**src/rtl/wdog_pkg.sv**
```systemverilog
package wdog_pkg;
  // control-register field positions
  localparam int CTL_ARM_BIT = 0;
  localparam int CTL_PD_BIT  = 1;
endpackage

```
**src/rtl/wdog_mc_tick.sv**
```systemverilog
module wdog_mc_tick #(
  parameter bit EXT_TICK = 1'b0,
  parameter int DIV      = 12
) (
  input  logic clk,
  input  logic rst_n,
  input  logic ext_tick,
  output logic mc_tick
);
  localparam int DW = (DIV > 1) ? $clog2(DIV) : 1;

  logic [DW-1:0] div_q;
  logic          div_tick;

  assign div_tick = (div_q == DW'(DIV - 1));

  always_ff @(posedge clk) begin
    if (!rst_n)        div_q <= '0;
    else if (div_tick) div_q <= '0;
    else               div_q <= div_q + DW'(1);
  end

  // parameter picks the strobe source
  assign mc_tick = EXT_TICK ? ext_tick : div_tick;
endmodule

```
**src/rtl/wdog_prescale.sv**
```systemverilog
module wdog_prescale #(
  parameter int PRE_W = 11
) (
  input  logic clk,
  input  logic rst_n,
  input  logic run,
  input  logic clear,
  input  logic mc_tick,
  output logic t3_tick
);
  logic [PRE_W-1:0] pre_q;

  always_ff @(posedge clk) begin
    if (!rst_n)              pre_q <= '0;
    else if (!run || clear)  pre_q <= '0;
    else if (mc_tick)        pre_q <= pre_q + PRE_W'(1);
  end

  assign t3_tick = run && !clear && mc_tick && (pre_q == '1);

  a_r7_pre_held: assert property (@(posedge clk) disable iff (!rst_n)
    !run |=> (pre_q == '0));
  a_r3_pre_cleared: assert property (@(posedge clk) disable iff (!rst_n)
    clear |=> (pre_q == '0));
endmodule

```
**src/rtl/wdog_t3.sv**
```systemverilog
module wdog_t3
  import wdog_pkg::*;
#(
  parameter int CNT_W = 8,
  parameter int DW    = 8
) (
  input  logic          clk,
  input  logic          rst_n,
  input  logic          run,
  input  logic          t3_tick,
  input  logic          cnt_wr,
  input  logic          ctl_wr,
  input  logic [DW-1:0] wr_data,
  output logic          load_ok,
  output logic          ovf
);
  logic [CNT_W-1:0] cnt_q;
  logic             arm_q;

  assign load_ok = cnt_wr && arm_q && run;
  assign ovf     = t3_tick && (cnt_q == '1) && !load_ok;

  always_ff @(posedge clk) begin
    if (!rst_n)                arm_q <= 1'b0;
    else if (load_ok || ovf)   arm_q <= 1'b0;
    else if (ctl_wr)           arm_q <= wr_data[CTL_ARM_BIT];
  end

  always_ff @(posedge clk) begin
    if (!rst_n)        cnt_q <= '0;
    else if (!run)     cnt_q <= '0;
    else if (load_ok)  cnt_q <= wr_data[CNT_W-1:0];
    else if (t3_tick)  cnt_q <= cnt_q + CNT_W'(1);
  end

  a_r5_arm_autoclear: assert property (@(posedge clk) disable iff (!rst_n)
    load_ok |=> !arm_q);
  a_r4_unarmed_ignored: assert property (@(posedge clk) disable iff (!rst_n)
    (cnt_wr && !arm_q) |=> ((cnt_q == $past(cnt_q)) ||
                            (cnt_q == CNT_W'($past(cnt_q) + CNT_W'(1))) ||
                            (cnt_q == '0)));
  a_r11_ovf_wrap: assert property (@(posedge clk) disable iff (!rst_n)
    ovf |=> ((cnt_q == '0) && !arm_q));
  a_r7_cnt_held: assert property (@(posedge clk) disable iff (!rst_n)
    !run |=> (cnt_q == '0));
endmodule

```
**src/rtl/wdog_rst_pulse.sv**
```systemverilog
module wdog_rst_pulse #(
  parameter int PULSE_MC = 3
) (
  input  logic clk,
  input  logic rst_n,
  input  logic ovf,
  input  logic mc_tick,
  output logic rst_req,
  output logic rst_pulse
);
  localparam int PW = $clog2(PULSE_MC + 1);

  logic [PW-1:0] pcnt_q;

  always_ff @(posedge clk) begin
    if (!rst_n)                         pcnt_q <= '0;
    else if (ovf)                       pcnt_q <= PW'(PULSE_MC);
    else if (mc_tick && pcnt_q != '0)   pcnt_q <= pcnt_q - PW'(1);
  end

  always_ff @(posedge clk) begin
    if (!rst_n) rst_req <= 1'b0;
    else        rst_req <= ovf;
  end

  assign rst_pulse = (pcnt_q != '0);

  a_r6_req_single: assert property (@(posedge clk) disable iff (!rst_n)
    rst_req |=> !rst_req);
  a_r6_pulse_with_req: assert property (@(posedge clk) disable iff (!rst_n)
    $rose(rst_pulse) |-> rst_req);
endmodule

```
**src/rtl/wdog_gated.sv**
```systemverilog
module wdog_gated
  import wdog_pkg::*;
#(
  parameter bit EXT_TICK = 1'b0,
  parameter int MC_DIV   = 12,
  parameter int PRE_W    = 11,
  parameter int CNT_W    = 8,
  parameter int DW       = 8,
  parameter int PULSE_MC = 3
) (
  input  logic          clk,
  input  logic          rst_n,
  input  logic          mc_tick_in,
  input  logic          cnt_wr,
  input  logic          ctl_wr,
  input  logic [DW-1:0] wr_data,
  input  logic          wd_off_pin,
  input  logic          cpu_idle,
  output logic          rst_req,
  output logic          rst_pulse,
  output logic          pd_state
);
  logic run, mc_tick, t3_tick, load_ok, ovf, pd_q;

  assign run = !wd_off_pin;

  wdog_mc_tick #(.EXT_TICK(EXT_TICK), .DIV(MC_DIV)) u_tick (
    .clk(clk), .rst_n(rst_n), .ext_tick(mc_tick_in), .mc_tick(mc_tick));

  wdog_prescale #(.PRE_W(PRE_W)) u_pre (
    .clk(clk), .rst_n(rst_n), .run(run), .clear(load_ok),
    .mc_tick(mc_tick), .t3_tick(t3_tick));

  wdog_t3 #(.CNT_W(CNT_W), .DW(DW)) u_t3 (
    .clk(clk), .rst_n(rst_n), .run(run), .t3_tick(t3_tick),
    .cnt_wr(cnt_wr), .ctl_wr(ctl_wr), .wr_data(wr_data),
    .load_ok(load_ok), .ovf(ovf));

  wdog_rst_pulse #(.PULSE_MC(PULSE_MC)) u_pulse (
    .clk(clk), .rst_n(rst_n), .ovf(ovf), .mc_tick(mc_tick),
    .rst_req(rst_req), .rst_pulse(rst_pulse));

  // power-down accepted only while the watchdog is held off
  always_ff @(posedge clk) begin
    if (!rst_n)                              pd_q <= 1'b0;
    else if (run)                            pd_q <= 1'b0;
    else if (ctl_wr && wr_data[CTL_PD_BIT])  pd_q <= 1'b1;
  end

  assign pd_state = pd_q;

  a_r8_pd_exclusive: assert property (@(posedge clk) disable iff (!rst_n)
    run |=> !pd_state);
  a_r7_no_req_when_off: assert property (@(posedge clk) disable iff (!rst_n)
    (wd_off_pin && $past(wd_off_pin)) |-> !rst_req);
  a_r9_idle_keeps_reset: assert property (@(posedge clk) disable iff (!rst_n)
    (cpu_idle && ovf) |=> rst_req);
endmodule

```
**config.mk**
```make
export PLATFORM = sky130hd
export DESIGN_NAME = wdog_gated
export DESIGN_NICKNAME = d
export VERILOG_FILES = /design/src/rtl/wdog_pkg.sv /design/src/rtl/wdog_mc_tick.sv /design/src/rtl/wdog_prescale.sv /design/src/rtl/wdog_t3.sv /design/src/rtl/wdog_rst_pulse.sv /design/src/rtl/wdog_gated.sv
export SDC_FILE = /design/constraint.sdc
export NUM_CORES = 1
export LEC_CHECK = 0
export ABC_AREA = 0
export CAP_MARGIN = 10
export CORE_AREA = 2 2 52 64
export DETAILED_ROUTE_END_ITERATION = 16
export DIE_AREA = 0 0 54 66
export HOLD_SLACK_MARGIN = 0.08
export PLACE_DENSITY_LB_ADDON = 0.2
export SYNTH_ARGS = -nofsm -noshare
export SYNTH_HDL_FRONTEND = slang
export SYNTH_SLANG_ARGS = --single-unit
export TNS_END_PERCENT = 10
```
**constraint.sdc**
```tcl
create_clock -name clk -period 4.3 [get_ports clk]
set_input_delay 1.29 -clock clk [delete_from_list [all_inputs] [get_ports clk]]
set_output_delay 1.29 -clock clk [all_outputs]
set_load 0.01 [all_outputs]
```
==> key figures <==
Logic synthesis
  – Post-synth EDFFs: 0
  – Post-synth top cells: dfxtp_1, nor2_1, a21oi_1, nand2_1, xnor2_1
  – Cells after Synth: 153
  – Cell taking the most area after synthesis: dfxtp_1
  – Share of the synthesized area in the top cell type: 0.416
  – Synthesized cell area: 0.00135 mm^2
  – Synth area leaders: dfxtp_1, xnor2_1, a21oi_1, nor2_1, xor2_1
  – Cell variety after synth: 31
  – Post-synthesis register bit count: 28
  – Sequential element share of the synthesized area: 0.416
  – Avg Cell Area, Syn: 8.80 um^2
  – Top-count cell post-synth: dfxtp_1
  – Synth Flop Type: dfxtp_1
  – Syn Nets: 172
  – FFs w/ async S/R, synth: 0
  – Ys Warns: 0

Critical path
  – Crit path capture type: primary output
  – Arrival @ worst endpoint: between 1.5 and 2 ns
  – Crit path kind: reg2out
  – Crit-path max FO: 2
  – Data required time of the worst path: 3.01 ns
  – Startpoint Class: flop

Routing
  – Via/cell ratio: between 5 and 6
  – Antenna Nets Post-Route: 0
  – DR iter-0 viols: 22
  – Total Wirelength: about 2400 um
  – Wire per inst: between 10 and 15 um
  – Drt pass-1 iters: 4
  – DRC viols: 0
  – Detailed-route via count: 1066

Clocking
  – # clock sinks: 28
  – CTS Buffer Depth: 2
  – CTS tree: yes
  – Worst-Skew Late Latency: roughly 0.32 ns
  – Post-cts resize count: 0
  – H-tree depth: 1
  – Hold-fix buffers, CTS: 0
  – Cts bufs inserted: 3
  – Post-CTS Setup Inserts: 0
  – Reg clk slew, reported paths: around 0.15 ns
  – Root buffer cell: clkbuf_4

Global route
  – Grt met1 use: 0.201
  – First-pass GRT wire length: 4510 um
  – Grt met2 use: 0.300
  – Gr busiest metal: met2
  – GRT Total Usage: 0.167
  – Vias in the first global route: 1057
  – GRT overflow: 0
  – Met3 Track Usage GR: 0.0226
  – Initial antenna violation count: 0
  – Largest net degree at the start of global routing: 18

STA
  – Max-slew violations: 0
  – Hold Vio Cnt, Final: 0
  – Max Fclk: 0.356 GHz
  – Relative slew slack: 0.675
  – Final Skew: ~0.0084 ns
  – Slew at the pin closest to its max-slew limit: about 0.49 ns
  – Fin crit share: 0.653
  – Setup violations, final: 0
  – Period minus WS final: 2.81 ns
  – Setup TNS: 0 ns
  – RSZ-0062 raised after global routing: no

Placed design
  – # port buffers: 15
  – DP Wirelength: 1880 um
  – Placer congestion estimate: 0.823

Finish
  – Filler Cells Inserted: approximately 300
  – Inserted Diodes: 0
  – Ratio of cells with drive above 1 in the final layout: 0.0476
  – Area growth from synthesis to layout: 15.8%
  – Nets@finish: ~190

Power
  – Max VDD drop: between 0.15 and 0.2 mV
  – Power per cell area: 270 mW/mm^2
  – Leakage power: approximately 0.58 nW
  – Power after layout: 0.420 mW

Floorplan
  – Die area: 0.00356 mm^2
  – Die Y: approximately 66 um
  – # IOs: 18
  – Starting Density: 0.453
  – Area of the core: around 0.003 mm^2
  – Rows: 22
  – Die W: about 54 um

Outcome
  – Status: finished clean

Flow run
  – Max_cap viols: 0

Worst hold path
  – Hold crit path type: reg2reg
-- layout make-up --
class	count	area (um^2)	area share
multi-input cells	117	752	0.482
clock buffers	4	36.3	0.0233
flip-flops and latches	28	561	0.360
repair buffers	15	150	0.0963
well taps	36	45.0	0.0289
inverters	4	15.0	0.00963
-- worst paths after layout --
| check | start | to | slack [ns] | cells past startpoint |
|---|---|---|---|---|
| worst max-delay path | u_pulse.pcnt_q[0]$_SDFFE_PN0P_ | rst_pulse | 1.49 | 4 |
| worst min-delay path | u_tick.div_q[0]$_SDFF_PP0_ | u_tick.div_q[0]$_SDFF_PP0_ | 0.46 | 1 |
| worst max register to register | u_pre.pre_q[0]$_SDFFE_PP0N_ | u_pulse.pcnt_q[1]$_SDFFE_PN0P_ | 2.33 | 6 |
| worst min register to register | u_tick.div_q[0]$_SDFF_PP0_ | u_tick.div_q[0]$_SDFF_PP0_ | 0.46 | 1 |
-- report_power, final --
part	internal, mW	switching [mW]
combinational	0.0168	0.0121
sequential	0.264	0.00305
clock	0.0518	0.0731
-- state kept, by name, indices dropped and copies added (netlist names) --
register / count
u_tick.div_q: 4
u_pre.pre_q: 11
u_pulse.rst_req: 1
u_t3.cnt_q: 8
pd_state: 1
u_t3.arm_q: 1
u_pulse.pcnt_q: 2
-- through the flow --
step	util	cell area [um^2]	setup slack, ns	std cells	hold slack, ns
after floorplan	-	1350	2.02	153	0.416
after global placement	0.512	1520	1.26	200	0.427
after detailed placement	0.512	1520	1.26	200	0.441
after CTS	0.524	1560	1.47	204	0.461
after global routing	0.524	1560	1.39	204	0.501
final	0.524	1560	1.49	204	0.463
-- cells by family after synthesis --
logic type      count (synthesis)  share of synthesized area
fa+ha+maj                       4                     0.0372
xor+xnor                       18                      0.117
buf+inv                         8                     0.0251
mux                             3                     0.0223
compound gates                 24                     0.0929
simple gates                   68                      0.289
flops                          28                      0.416
-- worst max-delay path: stages, from the launching register on --
cell	delay, ns
dfxtp_1	0.37
inv_1	0.05
ha_1	0.20
inv_1	0.05
clkdlybuf4s50_1	0.52
-- cell usage in the layout (no fill, tap or decap), types with 2 or more instances in the layout --
master,count
nand4_1,8
a21oi_1,13
nor2_1,15
and3_1,6
and4_1,2
nor4_1,3
ha_1,4
clkbuf_4,3
mux2i_1,3
o21ai_0,9
nand2_1,13
xor2_1,6
xnor2_1,12
nor3_1,3
nand3_1,4
nor2b_1,4
dfxtp_1,28
inv_1,4
clkdlybuf4s50_1,15
-- layer usage --
metal	vias to the layer above	wire length (um)
li1	563	-
met1	486	1060
met2	15	1250
met3	2	75
met4	0	14
met5	-	0
Note: power is estimated with default switching activity, not from simulation.
